`src/rtl/rtc_cal_pkg.sv`:
```
package rtc_cal_pkg;

  // register indices (software decodes these)
  localparam logic [3:0] IDX_SUB   = 4'd0;
  localparam logic [3:0] IDX_YEAR  = 4'd7;
  localparam logic [3:0] IDX_CTLA  = 4'd14;
  localparam logic [3:0] IDX_CTLB  = 4'd15;

  // control bit positions
  localparam int CA_FLAG  = 7;
  localparam int CA_IE    = 4;
  localparam int CB_VALID = 3;
  localparam int CB_PRST  = 1;
  localparam int CB_START = 0;

  typedef struct packed {
    logic [15:0] year;
    logic [7:0]  mon;
    logic [7:0]  day;
    logic [7:0]  wday;
    logic [7:0]  hour;
    logic [7:0]  min;
    logic [7:0]  sec;
  } cal_t;

  function automatic logic [7:0] bcd_inc(input logic [7:0] v);
    if (v[3:0] == 4'd9) return {v[7:4] + 4'd1, 4'd0};
    return {v[7:4], v[3:0] + 4'd1};
  endfunction

  function automatic logic [6:0] bcd2bin(input logic [7:0] v);
    return 7'(v[7:4]) * 7'd10 + 7'(v[3:0]);
  endfunction

  function automatic logic leap_year(input logic [15:0] y);
    logic [6:0] yy;
    logic [6:0] cc;
    yy = bcd2bin(y[7:0]);
    cc = bcd2bin(y[15:8]);
    if (yy != 7'd0) return (yy[1:0] == 2'b00);
    return (cc[1:0] == 2'b00);
  endfunction

  function automatic logic [7:0] month_len(input logic [7:0] m, input logic leap);
    case (m)
      8'h02:                      return leap ? 8'h29 : 8'h28;
      8'h04, 8'h06, 8'h09, 8'h11: return 8'h30;
      default:                    return 8'h31;
    endcase
  endfunction

endpackage

```
`src/rtl/rtc_prescaler.sv`:
```
module rtc_prescaler #(
  parameter int PRE_W = 7
) (
  input  logic             clk,
  input  logic             rst_n,
  input  logic             tick,
  input  logic             run,
  input  logic             hold,
  input  logic             wr_en,
  input  logic [PRE_W-1:0] wr_val,
  output logic [PRE_W-1:0] count,
  output logic             sec_step
);
  localparam logic [PRE_W-1:0] LAST = '1;

  logic advance;
  assign advance  = tick && run && !hold;
  assign sec_step = advance && !wr_en && (count == LAST);

  always_ff @(posedge clk) begin
    if (!rst_n)       count <= '0;
    else if (hold)    count <= '0;
    else if (wr_en)   count <= wr_val;
    else if (advance) count <= count + 1'b1;
  end

  AST_PRESC_HELD: assert property (@(posedge clk) disable iff (!rst_n)
    hold |=> (count == '0));
  AST_SUB_WRAPS: assert property (@(posedge clk) disable iff (!rst_n)
    sec_step |=> (count == '0));
endmodule

```
`src/rtl/rtc_calendar.sv`:
```
module rtc_calendar
  import rtc_cal_pkg::*;
#(
  parameter logic [15:0] RESET_YEAR = 16'h2000
) (
  input  logic        clk,
  input  logic        rst_n,
  input  logic        step,
  input  logic        wr_en,
  input  logic [2:0]  wr_field,
  input  logic [15:0] wr_data,
  output cal_t        cal
);
  cal_t nxt;
  logic sec_end, min_end, hour_end, day_end, mon_end, yy_end;
  logic [7:0] last_day;

  assign last_day = month_len(cal.mon, leap_year(cal.year));
  assign sec_end  = (cal.sec  == 8'h59);
  assign min_end  = (cal.min  == 8'h59);
  assign hour_end = (cal.hour == 8'h23);
  assign day_end  = (cal.day  == last_day);
  assign mon_end  = (cal.mon  == 8'h12);
  assign yy_end   = (cal.year[7:0] == 8'h99);

  always_comb begin
    nxt = cal;
    if (step) begin
      nxt.sec = sec_end ? 8'h00 : bcd_inc(cal.sec);
      if (sec_end) begin
        nxt.min = min_end ? 8'h00 : bcd_inc(cal.min);
        if (min_end) begin
          nxt.hour = hour_end ? 8'h00 : bcd_inc(cal.hour);
          if (hour_end) begin
            nxt.wday = (cal.wday == 8'h06) ? 8'h00 : bcd_inc(cal.wday);
            nxt.day  = day_end ? 8'h01 : bcd_inc(cal.day);
            if (day_end) begin
              nxt.mon = mon_end ? 8'h01 : bcd_inc(cal.mon);
              if (mon_end) begin
                nxt.year[7:0] = yy_end ? 8'h00 : bcd_inc(cal.year[7:0]);
                if (yy_end)
                  nxt.year[15:8] = (cal.year[15:8] == 8'h99) ? 8'h00 : bcd_inc(cal.year[15:8]);
              end
            end
          end
        end
      end
    end
    if (wr_en) begin
      case (wr_field)
        3'd1: nxt.sec  = wr_data[7:0];
        3'd2: nxt.min  = wr_data[7:0];
        3'd3: nxt.hour = wr_data[7:0];
        3'd4: nxt.wday = wr_data[7:0];
        3'd5: nxt.day  = wr_data[7:0];
        3'd6: nxt.mon  = wr_data[7:0];
        3'd7: nxt.year = wr_data;
        default: ;
      endcase
    end
  end

  always_ff @(posedge clk) begin
    if (!rst_n) begin
      cal      <= '0;
      cal.day  <= 8'h01;
      cal.mon  <= 8'h01;
      cal.year <= RESET_YEAR;
    end else begin
      cal <= nxt;
    end
  end

  AST_SEC_RANGE: assert property (@(posedge clk) disable iff (!rst_n)
    (cal.sec <= 8'h59) && (cal.sec[3:0] <= 4'd9));
  AST_HOUR_RANGE: assert property (@(posedge clk) disable iff (!rst_n)
    cal.hour <= 8'h23);
  AST_WDAY_RANGE: assert property (@(posedge clk) disable iff (!rst_n)
    cal.wday <= 8'h06);
  AST_MONTH_RANGE: assert property (@(posedge clk) disable iff (!rst_n)
    (cal.mon >= 8'h01) && (cal.mon <= 8'h12));
  AST_FROZEN: assert property (@(posedge clk) disable iff (!rst_n)
    (!step && !wr_en) |=> $stable(cal));
endmodule

```
`src/rtl/rtc_ctrl.sv`:
```
module rtc_ctrl
  import rtc_cal_pkg::*;
(
  input  logic       clk,
  input  logic       rst_n,
  input  logic       wr_a,
  input  logic       wr_b,
  input  logic [7:0] wdata,
  input  logic       sec_step,
  output logic       carry_flag,
  output logic       carry_ie,
  output logic       valid,
  output logic       prs_rst,
  output logic       start
);
  logic unused_bits;
  assign unused_bits = ^{wdata[6:5], wdata[2]};

  logic clr_req;
  assign clr_req = wr_a && !wdata[CA_FLAG];

  always_ff @(posedge clk) begin
    if (!rst_n) begin
      carry_flag <= 1'b0;
      carry_ie   <= 1'b0;
      valid      <= 1'b0;
      prs_rst    <= 1'b0;
      start      <= 1'b0;
    end else begin
      if (sec_step)     carry_flag <= 1'b1;
      else if (clr_req) carry_flag <= 1'b0;
      if (wr_a) carry_ie <= wdata[CA_IE];
      if (wr_b) begin
        valid   <= wdata[CB_VALID];
        prs_rst <= wdata[CB_PRST];
        start   <= wdata[CB_START];
      end
    end
  end

  AST_CARRY_SET: assert property (@(posedge clk) disable iff (!rst_n)
    sec_step |=> carry_flag);
  AST_CARRY_STICKY: assert property (@(posedge clk) disable iff (!rst_n)
    (carry_flag && !clr_req) |=> carry_flag);
endmodule

```
`src/rtl/rtc_calendar_core.sv`:
```
module rtc_calendar_core
  import rtc_cal_pkg::*;
#(
  parameter int          PRE_W      = 7,
  parameter logic [15:0] RESET_YEAR = 16'h2000
) (
  input  logic        clk,
  input  logic        rst_n,
  input  logic        tick_128,
  input  logic [3:0]  bus_addr,
  input  logic        bus_wr,
  input  logic [15:0] bus_wdata,
  output logic [15:0] bus_rdata,
  output logic        irq_carry
);
  localparam int PAD_W = 16 - PRE_W;

  logic [PRE_W-1:0] sub_cnt;
  logic             sec_step;
  logic             carry_flag, carry_ie, valid, prs_rst, start;
  cal_t             cal;

  logic wr_sub, wr_cal, wr_a, wr_b;
  assign wr_sub = bus_wr && (bus_addr == IDX_SUB);
  assign wr_cal = bus_wr && (bus_addr != IDX_SUB) && (bus_addr <= IDX_YEAR);
  assign wr_a   = bus_wr && (bus_addr == IDX_CTLA);
  assign wr_b   = bus_wr && (bus_addr == IDX_CTLB);

  rtc_prescaler #(.PRE_W(PRE_W)) u_pre (
    .clk(clk), .rst_n(rst_n), .tick(tick_128), .run(start), .hold(prs_rst),
    .wr_en(wr_sub), .wr_val(bus_wdata[PRE_W-1:0]), .count(sub_cnt), .sec_step(sec_step)
  );

  rtc_calendar #(.RESET_YEAR(RESET_YEAR)) u_cal (
    .clk(clk), .rst_n(rst_n), .step(sec_step), .wr_en(wr_cal),
    .wr_field(bus_addr[2:0]), .wr_data(bus_wdata), .cal(cal)
  );

  rtc_ctrl u_ctl (
    .clk(clk), .rst_n(rst_n), .wr_a(wr_a), .wr_b(wr_b), .wdata(bus_wdata[7:0]),
    .sec_step(sec_step), .carry_flag(carry_flag), .carry_ie(carry_ie),
    .valid(valid), .prs_rst(prs_rst), .start(start)
  );

  always_comb begin
    case (bus_addr)
      4'd0:    bus_rdata = {{PAD_W{1'b0}}, sub_cnt};
      4'd1:    bus_rdata = {8'h00, cal.sec};
      4'd2:    bus_rdata = {8'h00, cal.min};
      4'd3:    bus_rdata = {8'h00, cal.hour};
      4'd4:    bus_rdata = {8'h00, cal.wday};
      4'd5:    bus_rdata = {8'h00, cal.day};
      4'd6:    bus_rdata = {8'h00, cal.mon};
      4'd7:    bus_rdata = cal.year;
      4'd14:   bus_rdata = {8'h00, carry_flag, 2'b00, carry_ie, 4'b0000};
      4'd15:   bus_rdata = {12'h000, valid, 1'b0, prs_rst, start};
      default: bus_rdata = 16'h0000;
    endcase
  end

  assign irq_carry = carry_flag && carry_ie;

  AST_IRQ_NEEDS_FLAG: assert property (@(posedge clk) disable iff (!rst_n)
    (sec_step && carry_ie && !wr_a) |=> irq_carry);
endmodule

```
`config.mk`:
```
export PLATFORM = sky130hd
export DESIGN_NAME = rtc_calendar_core
export DESIGN_NICKNAME = d
export VERILOG_FILES = /design/src/rtl/rtc_cal_pkg.sv /design/src/rtl/rtc_prescaler.sv /design/src/rtl/rtc_calendar.sv /design/src/rtl/rtc_ctrl.sv /design/src/rtl/rtc_calendar_core.sv
export SDC_FILE = /design/constraint.sdc
export NUM_CORES = 1
export LEC_CHECK = 0
export ABC_AREA = 1
export CELL_PAD_IN_SITES_DETAIL_PLACEMENT = 1
export CELL_PAD_IN_SITES_GLOBAL_PLACEMENT = 1
export CORE_ASPECT_RATIO = 1.25
export CORE_MARGIN = 3
export CORE_UTILIZATION = 30
export DETAILED_ROUTE_END_ITERATION = 8
export PLACE_DENSITY = 0.58
export SYNTH_ARGS = -nofsm -noshare
export SYNTH_HDL_FRONTEND = slang
export SYNTH_SLANG_ARGS = --single-unit
```
`constraint.sdc`:
```
create_clock -name clk -period 2.8 [get_ports clk]
set_input_delay 0.7 -clock clk [delete_from_list [all_inputs] [get_ports clk]]
set_output_delay 0.7 -clock clk [all_outputs]
set_load 0.02 [all_outputs]
```
==> results <==
- For this run, global-route usage on met3 was measured as 0.0336.
- The number of ports placed on the die boundary is 41.
- The buffering stage count on the worst path with inverters included is 5.
- The floorplan has 57 rows.
- Summed over all nets, the switching power comes to 0.000772 W.
- The hold buffer count at cts is 0.
- The detailed router placed 7,152 vias in this run.
- The fraction of power spent switching nets is 0.290.
- The share of flip-flops with an asynchronous set or reset after synthesis is 0.
- The total wire length is 27.2 mm.
- The share of the core filled with cells in the final layout is 0.422.
- The final net count is 1,165.
- The cell count along the critical path is 10.
- The origin of the critical flop-to-flop path is u_cal.cal[55]$_SDFF_PN0_.
- The repair_antennas step left the layout with diodes totalling 0.
- At the end of routability-driven placement, the weighted congestion stood at 0.886.
- The wire length per cell is 19.8 um.
- Among all stages on the critical path, the largest delay is contributed by o22ai_1.
- The max-slew violation total from the final report is 0.
- Ranked by instance count, the synthesized netlist is headed by 153 x inv_1, 148 x nand2_1, 102 x nor2_1.
- The most used flip-flop cell after synthesis is dfxtp_1.
- The area growth from synthesis to final layout is 36.6%.
- The first global-routing pass estimated 41.7 mm of wire.
- The synthesized design spends more area on one cell type than any other, namely dfxtp_1.
- The area enclosed by the die boundary is 0.0220 mm^2.
- met2 is the most crowded layer.
- The analysis attributes to cell leakage a power of 3.64 nW.
- The die is 165 um tall.
- Detailed placement ended at an HPWL of 21.1 mm.
- The number of synthesized register bits is 76.
- The initial antenna violation count was 1.
- The number of max-cap violations is 0.
- The hold violation total from the final report is 0.
- The met2 usage is 0.448.
- The number of distinct library cells after synthesis is 44.
- The number of setup violations in the final report is 0.
- Walking the worst path, the cells encountered are clkdlybuf4s15_1 -> inv_2 -> nand2_8 -> nor2_2 -> inv_2 -> buf_4 -> o22ai_1 -> nor3_1 -> nand2_1 -> buf_2.
- The clock passes through at most 2 buffers.
- At the later pin of the worst-skew pair, clock insertion delay measures 0.36 ns.
- Sorting the synthesized cells by area gives the leading types as dfxtp_1 25%, inv_1 9.4%, nand2_1 9.1%.
- For this configuration, the core starts out at a cell density of 0.309.
- For this run, the slowest stage of the critical path takes 0.22 ns.
- The type of element capturing the critical path is an output pin.
- The placed instances occupy a cell area of 0.00753 mm^2.
- In this run the remaining antenna-violating nets after routing total 0.
- The ratio of cells with drive above 1 in the final layout is 0.245.
- The worst-case register-to-register setup slack is 0.04 ns.
- For this run, the total global-route usage over all layers was measured as 0.248.
- The internal portion of the total power is 0.00189 W.
- The final cell area excluding filler cells is 0.00830 mm^2.
- Clock-pin slew was measured on the worst setup and hold paths at 0.07 ns.
- The number of levels the H-tree was split into is 3.
- After detailed routing, the number of remaining DRC violations is 0.
- In the finished design, the share of the clock period the worst path needs comes to 0.996.
- The iteration count of the initial detailed-routing pass is 5.
- By startpoint and endpoint, the worst setup path is classified as input port to output pin.
- Along the worst path, the maximum fanout reaches 5.
- The CTS tree is built.
- The starting DRC count in detailed routing is 333.
- Buffers inserted during clock tree synthesis total 9.
- The final total negative setup slack is 0 ns.
- The clock net sink count is 76.
- Entering global routing, the biggest net connects 41 pins.
- Setup repair after global routing could not meet its margin everywhere.
- The share of total power dissipated in combinational logic is 0.128.
- The peak ir drop on the vdd network is 252 uV.
- The worst register-to-register path ends at u_cal.cal[51]$_SDFF_PN0_.
- In this run the mean area of a mapped cell was 6.41 um^2.
- For this run, global-route usage on met1 was measured as 0.295.
- Yosys mapped a number of flops with a built-in enable equal to 0.
- In this run the clock root is driven by a clkbuf_16.
- The total global routing overflow is 0.
- In the synthesized netlist, the number of instances is 949.
- The routed design could run at a clock period as short as 2.79 ns.
- The quantity of I/O buffers inserted on ports is 40.
- At the worst endpoint, the required time is 2.10 ns.
- The end point of the worst hold path is u_cal.cal[39]$_SDFF_PN0_.
- During synthesis, Yosys emitted a total of 0 warnings.
- Static timing analysis puts the maximum clock frequency at 0.359 GHz.
- The detailed-route vias per instance is 5.21.
- The via count of the first global-routing pass is 7,304.
- Across all hold checks on the routed design, the worst slack comes to 0.492 ns.
- The run finished with clean final reports.
- The worst min-delay path category is register to register.
- The relative slew slack is 0.506.
- Of the total power, registers draw 0.425.
- The share of synthesized area in the top cell type comes to 0.250.
- The clock arrives with 0.0119 ns of skew.
- The data arrival time at the worst-slack endpoint is 2.09 ns.
- Power spread over the standard cell area amounts to 320 mW/mm^2.
- Summing every instance area after synthesis gives 0.00608 mm^2.
- The total power after layout is 0.00266 W.
- The share of total power dissipated in the clock network is 0.447.
- Counting every net in the synthesized netlist gives 1,010.
- For the worst flop-to-flop path, the logic depth is 18.
- The origin of the worst min-delay path is u_cal.cal[39]$_SDFF_PN0_.
- At the pin with the least slew margin, the transition time is 0.739 ns.
- The part of the Yosys area used for sequential elements is 0.250.
- The worst hold path stage count is 2.
- The kind of start point of the critical path is an input port.
- By instance count, the leading cell after synthesis is inv_1.
- The cell repeated most along the worst path is inv_2.
- The cell family contributing the most delay on the critical path is buffers and inverters.
- The horizontal extent of the die is 133 um.
- The total area inside the core boundary comes to 0.0197 mm^2.
cell families (layout without fill, tap and decap cells):
logic type,Yosys count,after routing,synth area share
and+or+nand+nor,398,398,0.308
xor gates and xnor gates,19,19,0.0274
DFF,76,76,0.250
buffers and inverters,182,342,0.114
adders and majority gates,37,37,0.0786
AOI/OAI and AO/OA,237,237,0.221
how the worst max path moves through the flow:
stage          slack (ns)                        to                      from
2_1_floorplan        0.21              bus_rdata[7]               bus_addr[2]
3_3_place_gp        -0.89              bus_rdata[1]               bus_addr[1]
3_5_place_dp        -0.96              bus_rdata[1]               bus_addr[1]
4_1_cts            -0.009  u_cal.cal[41]$_SDFF_PN0_  u_cal.cal[55]$_SDFF_PN0_
5_1_grt             -0.12  u_cal.cal[58]$_SDFF_PN0_  u_cal.cal[55]$_SDFF_PN0_
6_report             0.01              bus_rdata[4]               bus_addr[3]
worst min-delay path: stages, from the launching register on:
cell     delay (ns)
dfxtp_1        0.31
o21ai_0        0.07
a31oi_1        0.07
registers in the layout, summed over array words and instances (netlist names):
| register | cells |
|---|---|
| u_pre.count | 7 |
| u_cal.cal | 64 |
| u_ctl.valid | 1 |
| u_ctl.carry_flag | 1 |
| u_ctl.carry_ie | 1 |
| u_ctl.start | 1 |
| u_ctl.prs_rst | 1 |
what timing repair did:
| action | 4_1_cts | 5_1_grt |
|---|---|---|
| pin swaps | 15 | 16 |
| setup buffers | 16 | 3 |
| gates resized for setup | 115 | 74 |
| setup endpoints to repair | 49 | 46 |
power groups by stage:
stage / clock network (W) / registers (W) / logic [W]
4_1_cts: 0.00121 / 0.00113 / 0.000320
3_5_place_dp: 0 / 0.00115 / 0.000304
5_1_grt: 0.00126 / 0.00113 / 0.000371
2_1_floorplan: 0 / 0.00114 / 0.000147
6_report: 0.00119 / 0.00113 / 0.000340
3_3_place_gp: 0 / 0.00115 / 0.000303
routing by layer:
metal	wire [um]	vias up	share of wire
met3	878	69	0.032
met2	13500	139	0.50
met4	1150	2	0.042
met1	11700	3440	0.43
li1	-	3502	-
met5	13	-	0.00048
layout make-up:
type / count / area, um^2
clock inverters: 3 / 21.3
multi-input cells: 691 / 4250
flip-flops and latches: 76 / 1530
repair buffers: 164 / 1310
well taps: 265 / 332
fillers: 2571 / 11400
inverters: 162 / 613
clock buffers: 13 / 260
stage by stage:
stage,setup WS (ns),instances
after CTS,-0.00887,1371
after global placement,-0.886,1339
after detailed placement,-0.962,1339
final,0.0107,1374
after floorplan,0.213,949
after global routing,-0.116,1374
placed cells by master (no fill, tap or decap), types with 10 or more instances in the layout:
| cell | n |
|---|---|
| a21oi_1 | 81 |
| buf_4 | 114 |
| buf_6 | 13 |
| clkdlybuf4s50_1 | 20 |
| dfxtp_1 | 73 |
| ha_1 | 33 |
| inv_1 | 142 |
| inv_2 | 17 |
| nand2_1 | 139 |
| nand3_1 | 74 |
| nand4_1 | 16 |
| nor2_1 | 90 |
| nor2_2 | 11 |
| nor3_1 | 18 |
| o211ai_1 | 10 |
| o21ai_0 | 64 |
| o21ai_1 | 18 |
| o22ai_2 | 10 |
| xor2_1 | 17 |
No activity file was read; power rests on OpenSTA's default activity.
